File: config.mk
export PLATFORM = sky130hd
export DESIGN_NAME = fsync_gen
export DESIGN_NICKNAME = d
export VERILOG_FILES = /design/src/rtl/fsync_pkg.sv /design/src/rtl/fsync_divider.sv /design/src/rtl/fsync_shaper.sv /design/src/rtl/fsync_gen.sv
export SDC_FILE = /design/constraint.sdc
export NUM_CORES = 1
export LEC_CHECK = 0
export ABC_AREA = 0
export BUFFER_PORTS_ARGS = -buffer_cell sky130_fd_sc_hd__buf_4
export CELL_PAD_IN_SITES_DETAIL_PLACEMENT = 1
export CELL_PAD_IN_SITES_GLOBAL_PLACEMENT = 1
export CORE_ASPECT_RATIO = 0.8
export CORE_MARGIN = 3
export CORE_UTILIZATION = 42
export DETAILED_ROUTE_END_ITERATION = 10
export GPL_ROUTABILITY_DRIVEN = 0
export PLACE_DENSITY = 0.8
export SLEW_MARGIN = 20
export SYNTH_ARGS = -nofsm -noshare
export SYNTH_HDL_FRONTEND = slang
export SYNTH_SLANG_ARGS = --single-unit
File: constraint.sdc
create_clock -name clk_ref -period 2.1 [get_ports clk_ref]
set_input_delay 0.315 -clock clk_ref [delete_from_list [all_inputs] [get_ports clk_ref]]
set_output_delay 0.315 -clock clk_ref [all_outputs]
set_load 0.02 [all_outputs]
File: src/rtl/fsync_pkg.sv
package fsync_pkg;
  // Field order is the decode order of cfg_i (bit 3 first).
  typedef struct packed {
    logic frm_inv;
    logic frm_pulse;
    logic mf_inv;
    logic mf_pulse;
  } fsync_cfg_t;

  localparam int unsigned NUM_OUTS = 2;
endpackage

File: src/rtl/fsync_divider.sv
module fsync_divider #(
  parameter int unsigned DIV    = 2430,
  parameter int unsigned MF_LEN = 4,
  parameter int unsigned CW     = (DIV > 1) ? $clog2(DIV) : 1,
  parameter int unsigned MW     = (MF_LEN > 1) ? $clog2(MF_LEN) : 1
) (
  input  logic          clk,
  input  logic          rst_n,
  input  logic          en,
  output logic [CW-1:0] cnt_o,
  output logic [MW-1:0] mf_o,
  output logic          wrap_o
);
  localparam logic [CW-1:0] CNT_LAST = CW'(DIV - 1);
  localparam logic [MW-1:0] MF_LAST  = MW'(MF_LEN - 1);

  logic [CW-1:0] cnt_q, cnt_d;
  logic [MW-1:0] mf_q, mf_d;
  logic          wrap;

  always_comb begin
    wrap  = en && (cnt_q == CNT_LAST);
    cnt_d = cnt_q;
    mf_d  = mf_q;
    if (en) begin
      if (cnt_q == CNT_LAST) begin
        cnt_d = '0;
        mf_d  = (mf_q == MF_LAST) ? '0 : mf_q + 1'b1;
      end else begin
        cnt_d = cnt_q + 1'b1;
      end
    end
  end

  always_ff @(posedge clk or negedge rst_n) begin
    if (!rst_n) begin
      cnt_q <= '0;
      mf_q  <= '0;
    end else begin
      cnt_q <= cnt_d;
      mf_q  <= mf_d;
    end
  end

  assign cnt_o  = cnt_q;
  assign mf_o   = mf_q;
  assign wrap_o = wrap;

  assert_cnt_range_R1: assert property (@(posedge clk) disable iff (!rst_n)
    cnt_q <= CNT_LAST);
  assert_mf_on_wrap_R2: assert property (@(posedge clk) disable iff (!rst_n)
    !wrap |=> $stable(mf_q));
  assert_freeze_R8: assert property (@(posedge clk) disable iff (!rst_n)
    !en |=> ($stable(cnt_q) && $stable(mf_q)));
endmodule

File: src/rtl/fsync_shaper.sv
module fsync_shaper #(
  parameter int unsigned DIV    = 2430,
  parameter int unsigned MF_LEN = 4,
  parameter int unsigned CW     = (DIV > 1) ? $clog2(DIV) : 1,
  parameter int unsigned MW     = (MF_LEN > 1) ? $clog2(MF_LEN) : 1,
  parameter bit          MULTI  = 1'b0
) (
  input  logic          clk,
  input  logic          rst_n,
  input  logic          en,
  input  logic [CW-1:0] cnt_i,
  input  logic [MW-1:0] mf_i,
  input  logic          pulse_i,
  input  logic          inv_i,
  output logic          sync_o
);
  localparam logic [CW-1:0] CNT_HALF = CW'(DIV / 2);
  localparam logic [MW-1:0] MF_HALF  = MW'(MF_LEN / 2);

  logic square, tick, shaped, out_d, out_q;

  generate
    if (MULTI) begin : g_multi
      assign square = (mf_i < MF_HALF);
      assign tick   = (mf_i == '0) && (cnt_i == '0);
    end else begin : g_frame
      assign square = (cnt_i < CNT_HALF);
      assign tick   = (cnt_i == '0);
    end
  endgenerate

  always_comb begin
    shaped = pulse_i ? (tick && en) : square;
    out_d  = shaped ^ inv_i;
  end

  always_ff @(posedge clk or negedge rst_n) begin
    if (!rst_n) out_q <= 1'b0;
    else        out_q <= out_d;
  end

  assign sync_o = out_q;

  assert_pulse_single_R4: assert property (@(posedge clk) disable iff (!rst_n)
    (pulse_i && (out_q != inv_i) && $stable(pulse_i) && $stable(inv_i))
      |=> (out_q == inv_i));
  assert_disabled_idle_R8: assert property (@(posedge clk) disable iff (!rst_n)
    (pulse_i && !en) |=> (out_q == inv_i));
endmodule

File: src/rtl/fsync_gen.sv
module fsync_gen #(
  parameter int unsigned REF_HZ   = 19_440_000,
  parameter int unsigned FRAME_HZ = 8_000,
  parameter int unsigned MF_LEN   = 4
) (
  input  logic       clk_ref,
  input  logic       rst_n,
  input  logic       ref_en,
  input  logic [3:0] cfg_i,
  output logic       frm_sync_o,
  output logic       mf_sync_o
);
  import fsync_pkg::*;

  localparam int unsigned DIV = REF_HZ / FRAME_HZ;
  localparam int unsigned CW  = (DIV > 1) ? $clog2(DIV) : 1;
  localparam int unsigned MW  = (MF_LEN > 1) ? $clog2(MF_LEN) : 1;

  logic rst_meta, rst_sync_n;

  always_ff @(posedge clk_ref or negedge rst_n) begin
    if (!rst_n) begin
      rst_meta   <= 1'b0;
      rst_sync_n <= 1'b0;
    end else begin
      rst_meta   <= 1'b1;
      rst_sync_n <= rst_meta;
    end
  end

  logic [CW-1:0] cnt;
  logic [MW-1:0] mf;
  logic          wrap;
  fsync_cfg_t    shadow_q, shadow_d;

  fsync_divider #(.DIV(DIV), .MF_LEN(MF_LEN), .CW(CW), .MW(MW)) u_div (
    .clk    (clk_ref),
    .rst_n  (rst_sync_n),
    .en     (ref_en),
    .cnt_o  (cnt),
    .mf_o   (mf),
    .wrap_o (wrap)
  );

  always_comb begin
    shadow_d = wrap ? fsync_cfg_t'(cfg_i) : shadow_q;
  end

  always_ff @(posedge clk_ref or negedge rst_sync_n) begin
    if (!rst_sync_n) shadow_q <= '0;
    else             shadow_q <= shadow_d;
  end

  logic [NUM_OUTS-1:0] pulse_sel, inv_sel, sync_q;

  always_comb begin
    pulse_sel = {shadow_q.mf_pulse, shadow_q.frm_pulse};
    inv_sel   = {shadow_q.mf_inv,   shadow_q.frm_inv};
  end

  generate
    for (genvar g = 0; g < NUM_OUTS; g++) begin : g_out
      fsync_shaper #(
        .DIV(DIV), .MF_LEN(MF_LEN), .CW(CW), .MW(MW), .MULTI(g == 1)
      ) u_shape (
        .clk     (clk_ref),
        .rst_n   (rst_sync_n),
        .en      (ref_en),
        .cnt_i   (cnt),
        .mf_i    (mf),
        .pulse_i (pulse_sel[g]),
        .inv_i   (inv_sel[g]),
        .sync_o  (sync_q[g])
      );
    end
  endgenerate

  assign frm_sync_o = sync_q[0];
  assign mf_sync_o  = sync_q[1];

  assert_cfg_at_boundary_R7: assert property (@(posedge clk_ref) disable iff (!rst_sync_n)
    !wrap |=> $stable(shadow_q));
  assert_reset_low_R9: assert property (@(posedge clk_ref)
    !rst_sync_n |-> (!frm_sync_o && !mf_sync_o));
endmodule

==> metrics, run 1 <==
share of cell area taken by muxes after synthesis=5.47%; pwr/cell area=846 nW/um2; FP Rows=16; Max Transition Viols Final=0; drt initial violations=46; post-layout net count=125; dominant combinational cell family by area after synthesis=simple AND/OR/NAND/NOR gates; wire length of the first global-routing pass=4.21 mm; Buffers & Inverters on Critical Path=1; overall die height=52.7 um; pin count of the biggest net entering global routing=21; unrepaired setup endpoints after global routing=false; slew at the pin with the worst max-slew slack=814 ps; xor-xnor portion of the synthesized cell area=7.66%; endpoint class of the critical path=register; final HPWL from detailed placement=1.74 mm; synthesized netlist cell count=103; clock net sink count=22; vias per inst=5.31; fraction of post-synthesis cell area in the top cell type by area=48.1%; hold depth=2; crit path launch type=register; required time of the critical path=2330 ps; maximum capacitance violations=0; routed length per placed instance=16.4 um; highest net fanout along the worst path=12; post-layout min period=1800 ps; GRT Overall Usage=16.5%; Ports=9; worst-case setup margin in the final layout=301 ps; initial core utilization=45.3%; Layout Area Growth over Synthesis=12.1%; die width=64.3 um; post-route setup TNS=0 ps; CP cell instances=inv_1 -> ha_1 -> nand4bb_1 -> nor4_4 -> and2_4 -> mux2_2; synth unique cells=37; clock insertion delay at the later pin of the skew report=320 ps; count of flip-flops with a built-in enable after synthesis=0; clock transition at the register clock pins on the worst setup and hold paths after CTS=140 ps; top flip-flop cell by instance count after synthesis=sky130_fd_sc_hd__dfrtp_1; end of the worst hold path=pulse_sel[0]; HP Start=cfg_i[2]; TritonCTS clock tree=yes; Filler Cell Count=283; endpoint arrival time on the critical path=2030 ps; pre-CTS setup slack=309 ps; endpoint of the worst register-to-register path=inv_sel[0]; Fin Clk Skew=11.2 ps; Synth area leader=sky130_fd_sc_hd__dfrtp_1; final routed DRC violation total=0; total wire length=2.42 mm; reg-to-reg startpoint=u_div.cnt_o[1]; length in cells of the worst reg-to-reg path=6; clock buffer depth=2; root cell of the clock tree=sky130_fd_sc_hd__clkbuf_4; top area cells in the synthesized netlist=sky130_fd_sc_hd__dfrtp_1 (48%), sky130_fd_sc_hd__ha_1 (5.5%), sky130_fd_sc_hd__xor2_1 (4.6%); share of final-layout standard cells stronger than drive strength 1=18.8%; router iterations before antenna repair=4; number of gates on the worst path with buffers counted=6; Max H-tree Level=1; vias after detailed routing=786; most used cells in the layout excluding fill and tap cells=sky130_fd_sc_hd__dfrtp_1 (22), sky130_fd_sc_hd__buf_4 (9), sky130_fd_sc_hd__nor2_1 (8); flip-flop and latch count after synthesis=22; compound-cell area share of the yosys netlist=7.77%; post-synthesis net count=115; initial antenna violation count=0; outcome=finished, final reports clean; worst slew margin relative to its limit=45.8%; family with the most delay on the worst path=simple AND/OR/NAND/NOR gates; type of the tightest min-delay check=in2reg; fraction of registers with async set or reset after synthesis=100%; number of buffers inserted by port buffering=8; via count of the first global-routing pass=858; adder-cell share of the synthesized area=5.47%; synthesized area divided by synthesized cell count=11.1 um2; total core area=2520 um2; Final Cycle Share=85.7%; maximum resistive drop on vdd=0.000508 V; setup slack, reg-to-reg=300 ps; commonest non-fill, non-tap cell in the layout=sky130_fd_sc_hd__dfrtp_1; antenna cell count=0; Critical Setup Path Class=reg2reg; Final Hold Fails=0; total CTS buffers=3; Leakage=0.588 nW; upper clock frequency limit=556 MHz; GRT Residual Overflow=0; Post-Synthesis Cell Area=1140 um2; slowest cell on the critical path=sky130_fd_sc_hd__dfrtp_1; number of antenna-violating nets in the routed design=0; Final setup viols=0; share of the yosys chip area belonging to registers=48.1%; Yosys Warn Count=0; simple-gate share of the synthesized area=20.4%; delay of the slowest critical-path stage=430 ps; startpoint of the most critical setup path=u_div.cnt_o[1]; overall die area=3390 um2
## stage by stage
step	power [mW]	util [%]	hold WS [ps]	std cells	cell area, um2
final	1.08	50.8	212	148	1280
after global routing	1.15	50.8	197	148	1280
after CTS	1.10	50.8	207	148	1280
after detailed placement	0.758	48.4	103	143	1220
after global placement	0.736	48.4	97.3	143	1220
after floorplan	0.718	-	19.4	103	1140
## report_power, final
part           switching, mW  internal (mW)  leakage (nW)
sequential             0.119          0.477         0.274
clock                  0.141          0.193        0.0279
combinational         0.0783         0.0770         0.286
## registers in the layout, indices dropped and copies added (netlist names)
register,count
g_out.u_shape.sync_o,2
rst_sync_n,1
inv_sel,2
rst_meta,1
u_div.cnt_o,12
u_div.mf_o,2
pulse_sel,2
## cell usage after synthesis, types with 2 or more instances
cell type / instances
sky130_fd_sc_hd__xnor2_1: 4
sky130_fd_sc_hd__and4_1: 2
sky130_fd_sc_hd__buf_2: 2
sky130_fd_sc_hd__nand2_1: 7
sky130_fd_sc_hd__inv_1: 5
sky130_fd_sc_hd__xor2_1: 6
sky130_fd_sc_hd__mux2_4: 2
sky130_fd_sc_hd__nand3_1: 6
sky130_fd_sc_hd__a21oi_1: 2
sky130_fd_sc_hd__nor2_1: 8
sky130_fd_sc_hd__o21ai_0: 2
sky130_fd_sc_hd__nand4_1: 2
sky130_fd_sc_hd__ha_1: 5
sky130_fd_sc_hd__o22ai_1: 2
sky130_fd_sc_hd__mux2_2: 2
sky130_fd_sc_hd__and3_1: 3
sky130_fd_sc_hd__dfrtp_1: 22
sky130_fd_sc_hd__nor4b_1: 2
## worst max path at each step
| stage | slack, ps | to |
|---|---|---|
| 2_1_floorplan | 290 | pulse_sel[0] |
| 3_3_place_gp | 380 | inv_sel[0] |
| 3_5_place_dp | 310 | inv_sel[1] |
| 4_1_cts | 280 | inv_sel[1] |
| 5_1_grt | 190 | inv_sel[0] |
| 6_report | 300 | inv_sel[0] |
## layer usage
metal | vias up | GRT usage (%) | routed length (um) | share of wire, %
met4 | 0 | 3.16 | 0 | 0
met2 | 11 | 28.9 | 1190 | 49
met3 | 0 | 5.79 | 99 | 4.1
met5 | - | 0 | 0 | 0
met1 | 399 | 19.8 | 1140 | 47
li1 | 376 | - | - | -
## cell type report
class | count | area, um2 | area share, %
clock buffers | 3 | 22.5 | 1.76
clock inverters | 1 | 30.0 | 2.34
inverters | 5 | 18.8 | 1.46
multi-input cells | 71 | 538 | 42.0
flip-flops and latches | 22 | 551 | 42.9
well taps | 36 | 45.0 | 3.51
repair buffers | 10 | 77.6 | 6.05
## what timing repair did
| action | 4_1_cts | 5_1_grt |
|---|---|---|
| endpoints found under the hold margin | 2 | 0 |
| resized for setup | 0 | 0 |
| hold buffers | 1 | 0 |
| setup buffers | 0 | 0 |
## cell families (layout without fill, tap and decap cells)
logic type      Yosys count  in the layout
simple gates             37             37
flops                    22             22
fa+ha+maj                 5              5
mux                       5              5
buf+inv                  10             19
xor+xnor                 10             10
compound gates           13             13
other cells               1              1
(Power assumes the default switching activity.)
==> run 2, diff against run 1 <==
--- a/config.mk
+++ b/config.mk
@@ -14,7 +14,7 @@
 export CORE_UTILIZATION = 42
 export DETAILED_ROUTE_END_ITERATION = 10
 export GPL_ROUTABILITY_DRIVEN = 0
-export PLACE_DENSITY = 0.8
+export PLACE_DENSITY = 0.78
 export SLEW_MARGIN = 20
 export SYNTH_ARGS = -nofsm -noshare
 export SYNTH_HDL_FRONTEND = slang
==> metrics, run 2 (same netlist as run 1, synthesis figures left out) <==
antenna cell count=0 (unchanged); maximum capacitance violations=0 (unchanged); delay of the slowest critical-path stage=410 ps (was 430 ps); hold_buf cts=1 (unchanged); highest net fanout along the worst path=12 (unchanged); required time of the critical path=2310 ps (was 2330 ps); CP cell instances=inv_1 -> ha_1 -> nand4bb_1 -> nor4_4 -> and2_4 -> mux2_2 (unchanged); post-CTS resize count=0 (unchanged); clock net sink count=22 (unchanged); die width=64.3 um (unchanged); total core area=2520 um2 (unchanged); Max H-tree Level=1 (unchanged); endpoint class of the critical path=register (unchanged); crit path launch type=register (unchanged); post-layout min period=1800 ps (about the same); most used cells in the layout excluding fill and tap cells=sky130_fd_sc_hd__dfrtp_1 (22), sky130_fd_sc_hd__buf_4 (9), sky130_fd_sc_hd__nor2_1 (8) (unchanged); GRT Residual Overflow=0 (unchanged); router iterations before antenna repair=4 (unchanged); vias per inst=5.43 (was 5.31); pin count of the biggest net entering global routing=21 (unchanged); HP Start=cfg_i[0] (was cfg_i[2]); clock transition at the register clock pins on the worst setup and hold paths after CTS=120 ps (was 140 ps); Max Transition Viols Final=0 (unchanged); total wire length=2.20 mm (was 2.42 mm); Leakage=0.588 nW (unchanged); FP Rows=16 (unchanged); vias after detailed routing=803 (was 786); Setup Buffers After CTS=0 (unchanged); worst slew margin relative to its limit=45.4% (was 45.8%); worst-case setup margin in the final layout=303 ps (was 301 ps); overall die height=52.7 um (unchanged); routed length per placed instance=14.8 um (was 16.4 um); TritonCTS clock tree=yes (unchanged); post-layout net count=125 (unchanged); post-route setup TNS=0 ps (unchanged); fraction of the core area covered by cells at the end of the flow=50.8% (unchanged); root cell of the clock tree=sky130_fd_sc_hd__clkbuf_4 (unchanged); Final Hold Fails=0 (unchanged); wire length of the first global-routing pass=3.77 mm (was 4.21 mm); total CTS buffers=3 (unchanged); reg-to-reg startpoint=u_div.cnt_o[1] (unchanged); flip-flop count of the largest register after layout=12 (unchanged); slew at the pin with the worst max-slew slack=818 ps (was 814 ps); upper clock frequency limit=556 MHz (about the same); overall power=1.07 mW (was 1.08 mW); hold depth=2 (unchanged); Layout Area Growth over Synthesis=12.1% (unchanged); clock buffer depth=2 (unchanged); number of antenna-violating nets in the routed design=0 (unchanged); number of buffers inserted by port buffering=8 (unchanged); pwr/cell area=836 nW/um2 (was 846 nW/um2); commonest non-fill, non-tap cell in the layout=sky130_fd_sc_hd__dfrtp_1 (unchanged); endpoint of the worst register-to-register path=inv_sel[0] (unchanged); Final setup viols=0 (unchanged); share of final-layout standard cells stronger than drive strength 1=18.8% (unchanged); initial antenna violation count=0 (unchanged); initial core utilization=45.3% (unchanged); length in cells of the worst reg-to-reg path=6 (unchanged); Final Cycle Share=85.6% (was 85.7%); end of the worst hold path=pulse_sel[1] (was pulse_sel[0]); Ports=9 (unchanged); overall die area=3390 um2 (unchanged); via count of the first global-routing pass=788 (was 858); clock insertion delay at the later pin of the skew report=310 ps (was 320 ps); Critical Setup Path Class=reg2reg (unchanged); type of the tightest min-delay check=in2reg (unchanged); endpoint arrival time on the critical path=2010 ps (was 2030 ps); final-layout worst hold slack=224 ps (was 212 ps); final standard cell area without fillers=1280 um2 (unchanged); cell area reported after detailed placement=1220 um2 (unchanged); unrepaired setup endpoints after global routing=false (unchanged); drt initial violations=32 (was 46); outcome=finished, final reports clean (unchanged); maximum resistive drop on vdd=0.000511 V (was 0.000508 V); slowest cell on the critical path=sky130_fd_sc_hd__dfrtp_1 (unchanged); final routed DRC violation total=0 (unchanged); final HPWL from detailed placement=1.58 mm (was 1.74 mm); final instance count without filler cells=148 (unchanged); setup slack, reg-to-reg=300 ps (about the same); total instance count after detailed placement=143 (unchanged); Fin Clk Skew=3.55 ps (was 11.2 ps); pre-CTS setup slack=302 ps (was 309 ps); GRT Overall Usage=14.5% (was 16.5%)
## run 2: cell counts in the layout (fill, tap and decap cells not counted)
No cell type changed its count.
## run 2: routing by layer
layer	vias up	GRT usage [%]	share of wire [%]
met5	-	0	0
met4	0	2.11	0.36
met3	2	5.15	4.8
met2	13	23.3	46
met1	413	19.4	49
li1	375	-	-
## run 2: worst max path at each step
stage | cells past startpoint | to | from
3_5_place_dp | 6 | inv_sel[1] | u_div.cnt_o[1]
2_1_floorplan | 7 | pulse_sel[0] | u_div.cnt_o[1]
4_1_cts | 6 | inv_sel[1] | u_div.cnt_o[1]
5_1_grt | 6 | inv_sel[0] | u_div.cnt_o[1]
3_3_place_gp | 6 | inv_sel[0] | u_div.cnt_o[1]
6_report | 6 | inv_sel[0] | u_div.cnt_o[1]
## run 2: layout make-up
class,instances,area (um2)
repair buffers,10,77.6
well taps,36,45.0
fillers,293,1240
inverters,5,18.8
flip-flops and latches,22,551
clock buffers,3,22.5
clock inverters,1,30.0
multi-input cells,71,538
## run 2: power by group
part | internal (mW) | leakage [nW] | switching [mW]
registers | 0.477 | 0.274 | 0.116
logic | 0.0775 | 0.286 | 0.0760
clock network | 0.193 | 0.0279 | 0.132
## run 2: critical path, delay by kind of cell, from the launching register on
kind	cells	cell delay [ps]
buf+inv	1	100
fa+ha+maj	1	150
flops	1	410
simple gates	3	680
mux	1	350
==> run 3, diff against run 2 <==
--- a/config.mk
+++ b/config.mk
@@ -5,7 +5,7 @@
 export SDC_FILE = /design/constraint.sdc
 export NUM_CORES = 1
 export LEC_CHECK = 0
-export ABC_AREA = 0
+export ABC_AREA = 1
 export BUFFER_PORTS_ARGS = -buffer_cell sky130_fd_sc_hd__buf_4
 export CELL_PAD_IN_SITES_DETAIL_PLACEMENT = 1
 export CELL_PAD_IN_SITES_GLOBAL_PLACEMENT = 1
@@ -14,7 +14,7 @@
 export CORE_UTILIZATION = 42
 export DETAILED_ROUTE_END_ITERATION = 10
 export GPL_ROUTABILITY_DRIVEN = 0
-export PLACE_DENSITY = 0.78
+export PLACE_DENSITY = 0.83
 export SLEW_MARGIN = 20
 export SYNTH_ARGS = -nofsm -noshare
 export SYNTH_HDL_FRONTEND = slang
==> metrics, run 3 <==
pwr/cell area=867 nW/um2 (was 836 nW/um2); vias after detailed routing=1118 (was 803); final HPWL from detailed placement=2.60 mm (was 1.58 mm); Final setup viols=0 (unchanged); die width=67.5 um (was 64.3 um); Post-Synthesis Cell Area=1270 um2 (was 1140 um2); initial core utilization=44.8% (was 45.3%); number of buffers inserted by port buffering=8 (unchanged); Layout Area Growth over Synthesis=11.2% (was 12.1%); router iterations before antenna repair=4 (unchanged); clock transition at the register clock pins on the worst setup and hold paths after CTS=80 ps (was 120 ps); maximum capacitance violations=0 (unchanged); fraction of registers with async set or reset after synthesis=100% (unchanged); post-layout net count=198 (was 125); outcome=finished, final reports clean (unchanged); antenna cell count=0 (unchanged); Max H-tree Level=1 (unchanged); Max Transition Viols Final=0 (unchanged); share of final-layout standard cells stronger than drive strength 1=14.1% (was 18.8%); worst slew margin relative to its limit=42.9% (was 45.4%); cell area reported after detailed placement=1360 um2 (was 1220 um2); upper clock frequency limit=555 MHz (was 556 MHz); synth unique cells=23 (was 37); flip-flop count of the largest register after layout=12 (unchanged); Fin Clk Skew=7.41 ps (was 3.55 ps); clock buffer depth=2 (unchanged); share of the yosys chip area belonging to registers=43.4% (was 48.1%); Yosys Warn Count=0 (unchanged); Final Cycle Share=85.8% (was 85.6%); final routed DRC violation total=0 (unchanged); pin count of the biggest net entering global routing=21 (unchanged); synthesized area divided by synthesized cell count=7.29 um2 (was 11.1 um2); Filler Cell Count=386 (was 293); number of antenna-violating nets in the routed design=0 (unchanged); post-layout min period=1800 ps (about the same); most numerous cell in the Yosys netlist=sky130_fd_sc_hd__nand2_1 (was sky130_fd_sc_hd__dfrtp_1); vias per inst=5.04 (was 5.43); Synth top cells by count=sky130_fd_sc_hd__nand2_1 (44), sky130_fd_sc_hd__nor2_1 (41), sky130_fd_sc_hd__dfrtp_1 (22) (was sky130_fd_sc_hd__dfrtp_1 (22), sky130_fd_sc_hd__nor2_1 (8), sky130_fd_sc_hd__nand2_1 (7)); Setup Buffers After CTS=0 (unchanged); highest net fanout along the worst path=11 (was 12); fraction of the core area covered by cells at the end of the flow=49.9% (was 50.8%); post-synthesis net count=186 (was 115); type of the tightest min-delay check=in2reg (unchanged); commonest non-fill, non-tap cell in the layout=sky130_fd_sc_hd__nand2_1 (was sky130_fd_sc_hd__dfrtp_1); slew at the pin with the worst max-slew slack=856 ps (was 818 ps); endpoint arrival time on the critical path=1980 ps (was 2010 ps); TritonCTS clock tree=yes (unchanged); fraction of post-synthesis cell area in the top cell type by area=43.4% (was 48.1%); clock net sink count=22 (unchanged); Leakage=0.761 nW (was 0.588 nW); overall die height=55.2 um (was 52.7 um); top flip-flop cell by instance count after synthesis=sky130_fd_sc_hd__dfrtp_1 (unchanged); combined area of the multi-input logic cells=618 um2 (was 538 um2); final standard cell area without fillers=1410 um2 (was 1280 um2); required time of the critical path=2280 ps (was 2310 ps); drt initial violations=24 (was 32); via count of the first global-routing pass=1135 (was 788); total CTS buffers=3 (unchanged); wire length of the first global-routing pass=5.37 mm (was 3.77 mm); total wire length=3.26 mm (was 2.20 mm); slowest cell on the critical path=sky130_fd_sc_hd__dfrtp_1 (unchanged); post-route setup TNS=0 ps (unchanged); flip-flop and latch count after synthesis=22 (unchanged); maximum resistive drop on vdd=0.000524 V (was 0.000511 V); total core area=2830 um2 (was 2520 um2); unrepaired setup endpoints after global routing=false (unchanged); clock insertion delay at the later pin of the skew report=260 ps (was 310 ps); initial antenna violation count=0 (unchanged); dominant cell type by count on the critical path=sky130_fd_sc_hd__nor2_1; post-CTS resize count=0 (unchanged); root cell of the clock tree=sky130_fd_sc_hd__clkbuf_8 (was sky130_fd_sc_hd__clkbuf_4); Ports=9 (unchanged); overall die area=3720 um2 (was 3390 um2); crit path launch type=register (unchanged); top area cells in the synthesized netlist=sky130_fd_sc_hd__dfrtp_1 (43%), sky130_fd_sc_hd__nand2_1 (13%), sky130_fd_sc_hd__nor2_1 (12%) (was sky130_fd_sc_hd__dfrtp_1 (48%), sky130_fd_sc_hd__ha_1 (5.5%), sky130_fd_sc_hd__xor2_1 (4.6%)); GRT Overall Usage=19.8% (was 14.5%); endpoint class of the critical path=register (unchanged); FP Rows=17 (was 16); delay of the slowest critical-path stage=420 ps (was 410 ps); count of flip-flops with a built-in enable after synthesis=0 (unchanged); GRT Residual Overflow=0 (unchanged); synthesized netlist cell count=174 (was 103); routed length per placed instance=14.7 um (was 14.8 um); CP cell instances=inv_1 -> ha_1 -> nand2_1 -> nor2_1 -> nand4_2 -> clkinv_2 -> nor2_1 -> nor2_1 (was inv_1 -> ha_1 -> nand4bb_1 -> nor4_4 -> and2_4 -> mux2_2); sequential standard cell area=551 um2 (unchanged); most used cells in the layout excluding fill and tap cells=sky130_fd_sc_hd__nand2_1 (44), sky130_fd_sc_hd__nor2_1 (41), sky130_fd_sc_hd__dfrtp_1 (22) (was sky130_fd_sc_hd__dfrtp_1 (22), sky130_fd_sc_hd__buf_4 (9), sky130_fd_sc_hd__nor2_1 (8)); overall power=1.22 mW (was 1.07 mW); Critical Setup Path Class=reg2reg (unchanged); Final Hold Fails=0 (unchanged); Synth area leader=sky130_fd_sc_hd__dfrtp_1 (unchanged)
==> run 3: cell types whose count changed in the layout (fill, tap and decap cells not counted), sizes merged, moves of 4 or more <==
cell,delta
inv,+16
mux2,-4
xor2,-4
nand2,+38
nor2,+42
==> run 3: per-stage QoR <==
step	hold slack, ps	std cells	setup slack [ps]
floorplan	19.4	174	771
global placement	97.1	218	460
detailed placement	99.7	218	284
CTS	284	222	266
global route	285	222	148
finish	280	222	299
==> run 3: final cells by class <==
type / count / area share (%)
sequential: 22 / 39.0
multi-input combinational: 128 / 43.8
tap: 38 / 3.37
timing repair buffer: 9 / 4.96
clock buffer: 3 / 2.93
inverter: 22 / 5.94
==> run 3: logic make-up after synthesis <==
family / Yosys count / share of synthesized area (%)
simple gates: 114 / 39.3
buf+inv: 24 / 7.89
flops: 22 / 43.4
compound gates: 5 / 2.17
fa+ha+maj: 5 / 4.93
xor+xnor: 3 / 2.07
other cells: 1 / 0.296
==> run 3: path summary, 6_finish.rpt <==
kind                       cells after the start             end  slack (ps)           start
setup reg to reg                               8   u_div.mf_o[0]         300  u_div.cnt_o[1]
setup / recovery                               8   u_div.mf_o[0]         300  u_div.cnt_o[1]
hold / removal                                 3    pulse_sel[0]         280        cfg_i[2]
hold reg to reg                                0  u_div.cnt_o[6]         360      rst_sync_n
min in group asynchronous                      0  u_div.cnt_o[6]         360      rst_sync_n
max in group asynchronous                      0    pulse_sel[1]        1210      rst_sync_n
==> run 3: critical path, delay by kind of cell (launching register included) <==
kind / cells / cell delay (ps)
simple gates: 5 / 800
fa+ha+maj: 1 / 150
buf+inv: 2 / 360
flops: 1 / 420
==> run 3: metal layers <==
metal / vias to the layer above / routed length, um / track usage [%]
li1: 548 / - / -
met3: 4 / 130 / 5.45
met1: 538 / 1530 / 24.4
met4: 0 / 36 / 5.05
met5: - / 0 / 0
met2: 28 / 1570 / 34.6
==> run 3: report_power, final <==
part | switching [mW] | internal, mW
Sequential | 0.126 | 0.497
Combinational | 0.215 | 0.124
Clock | 0.135 | 0.128
==> run 3: repair_timing <==
action | 4_1_cts | 5_1_grt
hold endpoints to repair | 2 | 0
hold buffers | 1 | 0
setup endpoints to repair | 0 | 0
